==> src/rtl/cfg_reload_pkg.sv <==
package cfg_reload_pkg;

    typedef enum logic [1:0] {
        ST_START = 2'd0,
        ST_LOAD  = 2'd1,
        ST_IDLE  = 2'd2
    } ld_state_e;

    localparam logic [1:0] REG_CTRL = 2'd0;
    localparam logic [1:0] REG_SECT = 2'd1;
    localparam logic [1:0] REG_USER = 2'd2;
    localparam logic [1:0] REG_TMO  = 2'd3;

    localparam logic [7:0] KEY_0 = 8'hA5;
    localparam logic [7:0] KEY_1 = 8'h5A;
    localparam logic [7:0] KEY_2 = 8'hC3;

    localparam int STAT_FAIL_BIT = 31;
    localparam int STAT_BUSY_BIT = 30;
    localparam int STAT_OK_BIT   = 29;
    localparam int STAT_CUR_LSB  = 8;
    localparam int STAT_LD_LSB   = 0;

endpackage

==> src/rtl/cfg_unlock_seq.sv <==
module cfg_unlock_seq
    import cfg_reload_pkg::*;
(
    input  logic       clk,
    input  logic       rst_n,
    input  logic       wr,
    input  logic [1:0] addr,
    input  logic [7:0] cmd,
    output logic       go
);

    typedef struct packed {
        logic [1:0] step;
    } unl_t;

    unl_t q, d;
    logic key_hit;

    always_comb begin
        d  = q;
        go = 1'b0;
        unique case (q.step)
            2'd0:    key_hit = (cmd == KEY_0);
            2'd1:    key_hit = (cmd == KEY_1);
            default: key_hit = (cmd == KEY_2);
        endcase
        if (wr) begin
            if (addr == REG_CTRL && key_hit) begin
                if (q.step == 2'd2) begin
                    go     = 1'b1;
                    d.step = 2'd0;
                end else begin
                    d.step = q.step + 2'd1;
                end
            end else begin
                d.step = 2'd0;
            end
        end
    end

    always_ff @(posedge clk or negedge rst_n) begin
        if (!rst_n) q <= '0;
        else        q <= d;
    end

endmodule

==> src/rtl/cfg_reg_bank.sv <==
module cfg_reg_bank
    import cfg_reload_pkg::*;
#(
    parameter int SEC_W       = 4,
    parameter int TO_W        = 20,
    parameter int BOOT_SECTOR = 2,
    parameter int DEF_TIMEOUT = 65536
) (
    input  logic             clk,
    input  logic             rst_n,
    input  logic             wr,
    input  logic [1:0]       addr,
    input  logic [31:0]      wdata,
    input  logic [31:0]      status,
    output logic [SEC_W-1:0] sel_sector,
    output logic [TO_W-1:0]  timeout,
    output logic [31:0]      rdata
);

    typedef struct packed {
        logic [SEC_W-1:0] sel;
        logic [31:0]      user;
        logic [TO_W-1:0]  tmo;
    } regs_t;

    regs_t q, d;

    always_comb begin
        d = q;
        if (wr) begin
            unique case (addr)
                REG_SECT: d.sel  = wdata[SEC_W-1:0];
                REG_USER: d.user = wdata;
                REG_TMO:  d.tmo  = wdata[TO_W-1:0];
                default:  ;
            endcase
        end
    end

    always_comb begin
        rdata = '0;
        unique case (addr)
            REG_CTRL: rdata = status;
            REG_SECT: rdata[SEC_W-1:0] = q.sel;
            REG_USER: rdata = q.user;
            default:  rdata[TO_W-1:0] = q.tmo;
        endcase
    end

    always_ff @(posedge clk or negedge rst_n) begin
        if (!rst_n) begin
            q.sel  <= SEC_W'(BOOT_SECTOR);
            q.user <= '0;
            q.tmo  <= TO_W'(DEF_TIMEOUT);
        end else begin
            q <= d;
        end
    end

    assign sel_sector = q.sel;
    assign timeout    = q.tmo;

endmodule

==> src/rtl/cfg_load_engine.sv <==
module cfg_load_engine
    import cfg_reload_pkg::*;
#(
    parameter int NUM_SECTORS = 16,
    parameter int SB          = 16,
    parameter int TO_W        = 20,
    parameter int BOOT_SECTOR = 2,
    localparam int SEC_W      = $clog2(NUM_SECTORS),
    localparam int AW         = SEC_W + SB
) (
    input  logic             clk,
    input  logic             rst_n,
    input  logic             go,
    input  logic [SEC_W-1:0] go_sector,
    input  logic [TO_W-1:0]  timeout,
    input  logic             cfg_done,
    input  logic             cfg_err,
    output logic             rd_en,
    output logic [AW-1:0]    rd_addr,
    output logic             prog,
    output logic             wr_strobe,
    output logic             busy,
    output logic             ok,
    output logic             fail,
    output logic [SEC_W-1:0] cur_sector,
    output logic [SEC_W-1:0] loaded_sector
);

    localparam logic [SEC_W-1:0] LAST = SEC_W'(NUM_SECTORS - 1);

    typedef struct packed {
        ld_state_e        state;
        logic [SEC_W-1:0] cur;
        logic [TO_W-1:0]  cnt;
        logic             rd_pend;
        logic             ok;
        logic             fail;
        logic [SEC_W-1:0] loaded;
    } eng_t;

    eng_t q, d;

    always_comb begin
        d         = q;
        d.rd_pend = 1'b0;
        unique case (q.state)
            ST_START: begin
                d.state = ST_LOAD;
                d.cnt   = '0;
            end
            ST_LOAD: begin
                if (cfg_done) begin
                    d.ok     = 1'b1;
                    d.loaded = q.cur;
                    d.state  = ST_IDLE;
                end else if (cfg_err || q.cnt == timeout) begin
                    if (q.cur == LAST) begin
                        d.fail  = 1'b1;
                        d.state = ST_IDLE;
                    end else begin
                        d.cur   = q.cur + SEC_W'(1);
                        d.state = ST_START;
                    end
                end else begin
                    d.rd_pend = 1'b1;
                    d.cnt     = q.cnt + TO_W'(1);
                end
            end
            default: ;
        endcase
        if (go) begin
            d.state   = ST_START;
            d.cur     = go_sector;
            d.ok      = 1'b0;
            d.fail    = 1'b0;
            d.rd_pend = 1'b0;
        end
        rd_en = d.rd_pend;
    end

    always_ff @(posedge clk or negedge rst_n) begin
        if (!rst_n) begin
            q.state   <= ST_START;
            q.cur     <= SEC_W'(BOOT_SECTOR);
            q.cnt     <= '0;
            q.rd_pend <= 1'b0;
            q.ok      <= 1'b0;
            q.fail    <= 1'b0;
            q.loaded  <= '0;
        end else begin
            q <= d;
        end
    end

    assign rd_addr       = (AW'(q.cur) << SB) + AW'(q.cnt);
    assign prog          = (q.state == ST_START);
    assign wr_strobe     = q.rd_pend;
    assign busy          = (q.state != ST_IDLE);
    assign ok            = q.ok;
    assign fail          = q.fail;
    assign cur_sector    = q.cur;
    assign loaded_sector = q.loaded;

endmodule

==> src/rtl/cfg_reload_seq.sv <==
module cfg_reload_seq
    import cfg_reload_pkg::*;
#(
    parameter int NUM_SECTORS = 16,
    parameter int SECTOR_SIZE = 65536,
    parameter int BOOT_SECTOR = 2,
    parameter int TO_W        = 20,
    parameter int DEF_TIMEOUT = 65536,
    localparam int SEC_W      = $clog2(NUM_SECTORS),
    localparam int SB         = $clog2(SECTOR_SIZE),
    localparam int FLASH_AW   = SEC_W + SB
) (
    input  logic                clk,
    input  logic                rst_n,
    input  logic                reg_wr,
    input  logic [1:0]          reg_addr,
    input  logic [31:0]         reg_wdata,
    output logic [31:0]         reg_rdata,
    output logic                flash_rd_en,
    output logic [FLASH_AW-1:0] flash_addr,
    input  logic [7:0]          flash_rdata,
    output logic                cfg_prog,
    output logic                cfg_wr,
    output logic [7:0]          cfg_data,
    input  logic                cfg_done,
    input  logic                cfg_err
);

    logic             unlock_go;
    logic [SEC_W-1:0] sel_sector;
    logic [TO_W-1:0]  timeout;
    logic             eng_busy;
    logic             eng_ok;
    logic             eng_fail;
    logic [SEC_W-1:0] cur_sector;
    logic [SEC_W-1:0] loaded_sector;
    logic [31:0]      status;

    cfg_unlock_seq u_unlock (
        .clk   (clk),
        .rst_n (rst_n),
        .wr    (reg_wr),
        .addr  (reg_addr),
        .cmd   (reg_wdata[7:0]),
        .go    (unlock_go)
    );

    cfg_reg_bank #(
        .SEC_W       (SEC_W),
        .TO_W        (TO_W),
        .BOOT_SECTOR (BOOT_SECTOR),
        .DEF_TIMEOUT (DEF_TIMEOUT)
    ) u_regs (
        .clk        (clk),
        .rst_n      (rst_n),
        .wr         (reg_wr),
        .addr       (reg_addr),
        .wdata      (reg_wdata),
        .status     (status),
        .sel_sector (sel_sector),
        .timeout    (timeout),
        .rdata      (reg_rdata)
    );

    cfg_load_engine #(
        .NUM_SECTORS (NUM_SECTORS),
        .SB          (SB),
        .TO_W        (TO_W),
        .BOOT_SECTOR (BOOT_SECTOR)
    ) u_engine (
        .clk           (clk),
        .rst_n         (rst_n),
        .go            (unlock_go),
        .go_sector     (sel_sector),
        .timeout       (timeout),
        .cfg_done      (cfg_done),
        .cfg_err       (cfg_err),
        .rd_en         (flash_rd_en),
        .rd_addr       (flash_addr),
        .prog          (cfg_prog),
        .wr_strobe     (cfg_wr),
        .busy          (eng_busy),
        .ok            (eng_ok),
        .fail          (eng_fail),
        .cur_sector    (cur_sector),
        .loaded_sector (loaded_sector)
    );

    always_comb begin
        status                            = '0;
        status[STAT_FAIL_BIT]             = eng_fail;
        status[STAT_BUSY_BIT]             = eng_busy;
        status[STAT_OK_BIT]               = eng_ok;
        status[STAT_CUR_LSB +: SEC_W]     = cur_sector;
        status[STAT_LD_LSB +: SEC_W]      = loaded_sector;
    end

    assign cfg_data = flash_rdata;

endmodule

==> config.mk <==
export PLATFORM = sky130hd
export DESIGN_NAME = cfg_reload_seq
export DESIGN_NICKNAME = d
export VERILOG_FILES = /design/src/rtl/cfg_reload_pkg.sv /design/src/rtl/cfg_unlock_seq.sv /design/src/rtl/cfg_reg_bank.sv /design/src/rtl/cfg_load_engine.sv /design/src/rtl/cfg_reload_seq.sv
export SDC_FILE = /design/constraint.sdc
export NUM_CORES = 1
export LEC_CHECK = 0
export ABC_AREA = 1
export BUFFER_PORTS_ARGS = -buffer_cell sky130_fd_sc_hd__buf_2
export CORE_MARGIN = 5
export CORE_UTILIZATION = 60
export DETAILED_ROUTE_END_ITERATION = 8
export PLACE_DENSITY = 0.86
export SLEW_MARGIN = 10
export SYNTH_ARGS = -nofsm -noshare
export SYNTH_HDL_FRONTEND = slang
export SYNTH_SLANG_ARGS = --single-unit
==> constraint.sdc <==
create_clock -name clk -period 2.6 [get_ports clk]
set_clock_uncertainty 0.1 [all_clocks]
set_input_delay 0 -clock clk [delete_from_list [all_inputs] [get_ports clk]]
set_output_delay 0 -clock clk [all_outputs]
set_load 0.02 [all_outputs]
# After elaboration in Yosys (flattened, before gate mapping)
# Index checks and enable logic that the tools add are counted.
# word_totals
output_inout_bits,63
memories,0
elab_cells,78
latchBits,0
mem_bits_rw,0
regBits,91
rom_bits,0
# classes
n_addsub,4
n_shift,0
magnitude_cmp,0
div_mod_pow,0
n_reduce_logical,20
multipliers,0
bitwise,0
mux,26
eq_ne,17
# ops
op,n
$pmux 16 s3,1
$pmux 20 s2,1
$mux 25,1
$pmux 12 s2,1
$mux 21,1
$add 20x1->20 const B,1
$add 20x20->20,1
$eq 20x20->1,1
$eq 8x8->1 const B,2
$mux 4,3
$mux 6,2
$pmux 4 s3,1
$reduce_and 2->1,6
$reduce_bool 2->1,5
$eq 8x7->1 const B,1
$mux 2,4
$reduce_and 4->1,2
$mux 1,7
$mux 7,1
$eq 2x1->1 const B,3
$eq 2x2->1 const B,3
$logic_not 2->1,3
$ne 2x2->1 const B,3
$add 4x1->4 const B,1
11 further kinds,12

# Logic depth before layout (Yosys ltp)
# depth
word_depth,7
depth_mapped,13
ltp_nobuf,11

# Cells and area by module
# Synthesis repeated with hierarchy kept, for this count alone.
# unflattened
hier_cells,835
hier_area_um2,5759.3
# by_module_without_submodules
module,cells_per_inst,area_each_um2,instances
cfg_reg_bank,402,2891.5,1
cfg_load_engine,384,2571.2,1
cfg_unlock_seq,40,232.7,1
cfg_reload_seq,9,63.8,1

# Least setup slack after synthesis
# OpenSTA, ideal clock, no wires.
# synth_path
path_type,reg-to-reg
start,reg u_unlock.q[1] (netlist name)
end,"reg u_engine.q, in the netlist u_engine.wr_strobe"
path_buffers,0
path_stages_with_launch,8
period_less_slack_ps,1789
arrival_ps,1505
setup_ps,185
setup_slack_ps,811
path_cell_list,dfrtp_1 > inv_1 > nand2_1 > nand3_1 > nand2_1 > nand4_1 > inv_1 > nor3_1
# synth_between
elab_chain_cells,6
word_cells_on_any_way,9
classes_between,eq/ne: 2; mux: 5; reduce/logical: 2
# synth_rtl
element,line_no,source
from (decl),cfg_unlock_seq.sv:16,"unl_t q, d;"
from (signal assigned),cfg_unlock_seq.sv:42,if (!rst_n) q <= '0;
from (signal assigned),cfg_unlock_seq.sv:43,else q <= d;
$eq 2x1->1 / $logic_not 2->1 (equally long branches),cfg_unlock_seq.sv:22,unique case (q.step)
$pmux 1 s2,cfg_unlock_seq.sv:22,
$logic_and 1x1->1,cfg_unlock_seq.sv:28,if (addr == REG_CTRL && key_hit) begin
$mux 1 *,cfg_unlock_seq.sv:28,
$mux 1 *,cfg_unlock_seq.sv:27,if (wr) begin
$mux 3 *,cfg_load_engine.sv:71,if (go) begin
via flash_rd_en,cfg_reload_seq.sv:19,"output logic flash_rd_en,"
to (decl),cfg_load_engine.sv:41,"eng_t q, d;"
# Mark *: on every way through the listed nets, which the timed path passes. The rest lies on a longest branch.
# A chain may end at the register's enable or synchronous reset.

# Worst setup path in the final report
# layout_path
start,reg u_engine.q[15] (netlist name)
end,reg u_engine.q[26] (netlist name)
# layout_between
elab_chain_cells,4
word_cells_on_any_way,8
classes_between,add/sub: 1; eq/ne: 2; mux: 3; reduce/logical: 2
# layout_rtl
element,line_no,source
$add 20x1->20 / $eq 20x20->1 (equally long branches),"cfg_load_engine.sv:66, cfg_load_engine.sv:56",
$mux 21 / $logic_or 1x1->1 (equally long branches),cfg_load_engine.sv:56,end else if (cfg_err || q.cnt == timeout) begin
$mux 25 / $ne 2x2->1 (equally long branches),-,
$pmux 20 s2 / $reduce_and 3->1 (equally long branches),-,
# Parallel ways exist; a longest one is shown, timed or not. The select of a mux whose other input is x is not followed.

==> flow_summary.ini <==
[worst_hold_path]
hold_path.startpoint = reg_addr[1]
min_path_type = input port to register

[layout]
final.fill_count = 659
mostFrequentLayoutCell = nand2_1
mostFrequentLayoutCells = nand2_1 (201), buf_2 (92), inv_1 (89)
syn_to_final_growth_pct = 19.2
drive_gt1_share_pct = 18.8
diodes = 0
nets = 866

[clock_tree]
htree_levels = 3
cts_setup_buffers = 0
cts_tree = done
root_buffer = clkbuf_8
cts_buffers = 9
clk_pin_slew_ps = 100
clock_path_buffers = 2
clock_latency_ps = 370
cts_sinks = 91

[route]
routedWlPerCell_um = 16.6
ant_nets = 0
viasPerCell = 5.55
wirelength_um = 15400
remaining_drc_errors = 0
drtPass1Iterations = 5
drtIter0Drc = 350
routed-via-count = 5140

[critical_path]
required_ps = 2810
slowest_delay_ps = 610
crit_chain = inv_2 -> nor3_1 -> nand2_1 -> nor2_1 -> nand2_1 -> nand2_1 -> nand4_1 -> dlygate4sd3_1 -> nand2_1
crit_family = simple AND/OR/NAND/NOR gates
cp-start-kind = register
endpoint_kind = register
crit_buf_inv = 2
crit_start = u_engine.q[15]
crit_type = register to register
cp.arrival_ps = 2680
rr_startpoint = u_engine.q[15]
worstPathMaxFanout = 6
crit_path_frequent_cell = nand2_1
slowest_stage = dlygate4sd3_1

[global_routing]
grt_pass1_vias = 5073
grt_pass1_wl_um = 25200
grt_max_degree = 54
grt_overflow = 0
antenna_found_initial = 0
grt_usage_pct = 28.3

[sta]
min_period_ps = 2470
hold_viol_final = 0
holdWs_ps = 69.9
setup_slack_ps = 132
tightestPinTransition_ps = 780
finalSetupTns_ps = 0
setup_viol = 0
clock.fmax_mhz = 405
rsz0062_at_grt = no
slew_headroom_pct = 48.0
period_share_pct = 94.9
finalMaxSlewViolations = 0

[synthesis]
ys.flop_type = dfrtp_1
synth_enable_flop_cells = 0
synth_cell_types = 35
syn_avg_cell_area_um2 = 7.62
syn_inst = 703
synth_warnings = 0
async_flop_share_pct = 100
syn_area_mm2 = 0.00536
synth_area_leader_cell = dfrtp_1
synth.ff_latch_count = 91
yosysSeqAreaShare_pct = 42.6
synth_area_leaders = dfrtp_1 (41%), nand2_1 (14%), inv_1 (6.2%), o21ai_0 (6.1%), buf_4 (3.6%)
synth.net_count = 756
synth_top_area_share_pct = 41.1

[placement]
place_ws_ps = 694
hpwl_um = 10800
gp_congestion = 0.968
port_buffers = 93

[power_and_ir_drop]
power_leakage_nw = 3.40
switching_share_pct = 35.8
power.internal_mw = 2.53
p_seq_share_pct = 46.2
p_comb_share_pct = 26.6
p_switching_mw = 1.41
power_mw = 3.94
ir_drop_uv = 338
power.density_mw_per_mm2 = 617
clock_power_share_pct = 27.2

[die]
core_mm2 = 0.00872
num_rows = 34
die-height_um = 104
start_util_pct = 61.4
die-area_mm2 = 0.0109
num_io_pins = 110
die_w_um = 104

[status]
outcome = finished clean

[flow_run]
maxCapViolations = 0
==> final timing paths <==
| kind | to | slack, ps | cells past startpoint |
|---|---|---|---|
| setup reg to reg | u_engine.q[26] | 130 | 9 |
| max in group asynchronous | u_regs.sel_sector[1] | 1480 | 3 |
| hold reg to reg | u_regs.q[27] | 400 | 2 |
| hold / removal | u_regs.sel_sector[1] | 70 | 4 |
| min in group asynchronous | u_engine.q[22] | 130 | 2 |
| setup / recovery | u_engine.q[26] | 130 | 9 |
==> timing repair <==
action,4_1_cts,5_1_grt
endpoints found under the hold margin,122,0
hold buffers,45,0
resized for setup,0,0
==> cells by family after synthesis <==
logic type | synth area share [%]
xor gates and xnor gates | 4.41
and+or+nand+nor | 28.1
DFF | 42.6
AOI/OAI and AO/OA | 10.0
muxes | 0.631
buffers and inverters | 12.6
adders and majority gates | 1.54
==> worst reg2reg max path, cell delays in order (launching register included) <==
cell and delay, ps:
dfrtp_1 570, inv_2 120, nor3_1 380, nand2_1 100, nor2_1 160, nand2_1 70
nand2_1 100, nand4_1 120, dlygate4sd3_1 610, nand2_1 70
==> power groups by stage <==
stage	clock, mW	combinational (mW)	sequential [mW]
finish	1.07	1.05	1.82
global route	1.14	1.16	1.84
CTS	1.08	1.04	1.81
detailed placement	0	0.975	1.84
global placement	0	0.945	1.82
floorplan	0	0.714	1.78
==> routing by layer <==
| metal | up-vias | GRT usage [%] | wire [um] |
|---|---|---|---|
| met4 | 0 | 14.8 | 690 |
| met1 | 2378 | 37.2 | 6130 |
| li1 | 2433 | - | - |
| met5 | - | 0 | 0 |
| met3 | 59 | 4.22 | 1300 |
| met2 | 270 | 45.2 | 7240 |
==> registers in the layout, indices dropped and copies added (netlist names) <==
| signal | flops |
|---|---|
| u_engine.loaded_sector | 4 |
| u_engine.ok | 1 |
| u_regs.timeout | 20 |
| u_unlock.q | 2 |
| u_engine.q | 22 |
| u_engine.cur_sector | 4 |
| u_engine.fail | 1 |
| u_regs.q | 32 |
| u_regs.sel_sector | 4 |
| u_engine.wr_strobe | 1 |
==> stage by stage <==
step | cell area [um2] | cells | util (%)
6_report | 6380 | 926 | 73.2
5_1_grt | 6380 | 926 | 73.2
4_1_cts | 6380 | 926 | 73.2
3_5_place_dp | 5710 | 865 | 65.5
3_3_place_gp | 5710 | 865 | 65.5
2_1_floorplan | 5360 | 703 | -
==> layout make-up <==
cell class / count / area (um2) / share of cell area [%]
multi-input cells: 468 / 2400 / 37.6
flip-flops and latches: 91 / 2280 / 35.7
repair buffers: 147 / 986 / 15.4
inverters: 96 / 360 / 5.64
clock buffers: 12 / 165 / 2.59
well taps: 108 / 135 / 2.12
clock inverters: 4 / 56.3 / 0.882
==> cell usage after synthesis (6+ instances only) <==
library cell	n
nor3_1	10
o21ai_0	65
a21oi_1	14
xor2_1	16
buf_2	6
clkbuf_1	13
nor2_1	49
nand3_1	28
nand4_1	24
dfrtp_1	88
buf_4	26
inv_1	89
xnor2_1	11
nand3_2	11
nand2_1	202
a22o_1	6
Note: power is estimated with default switching activity, not from simulation.
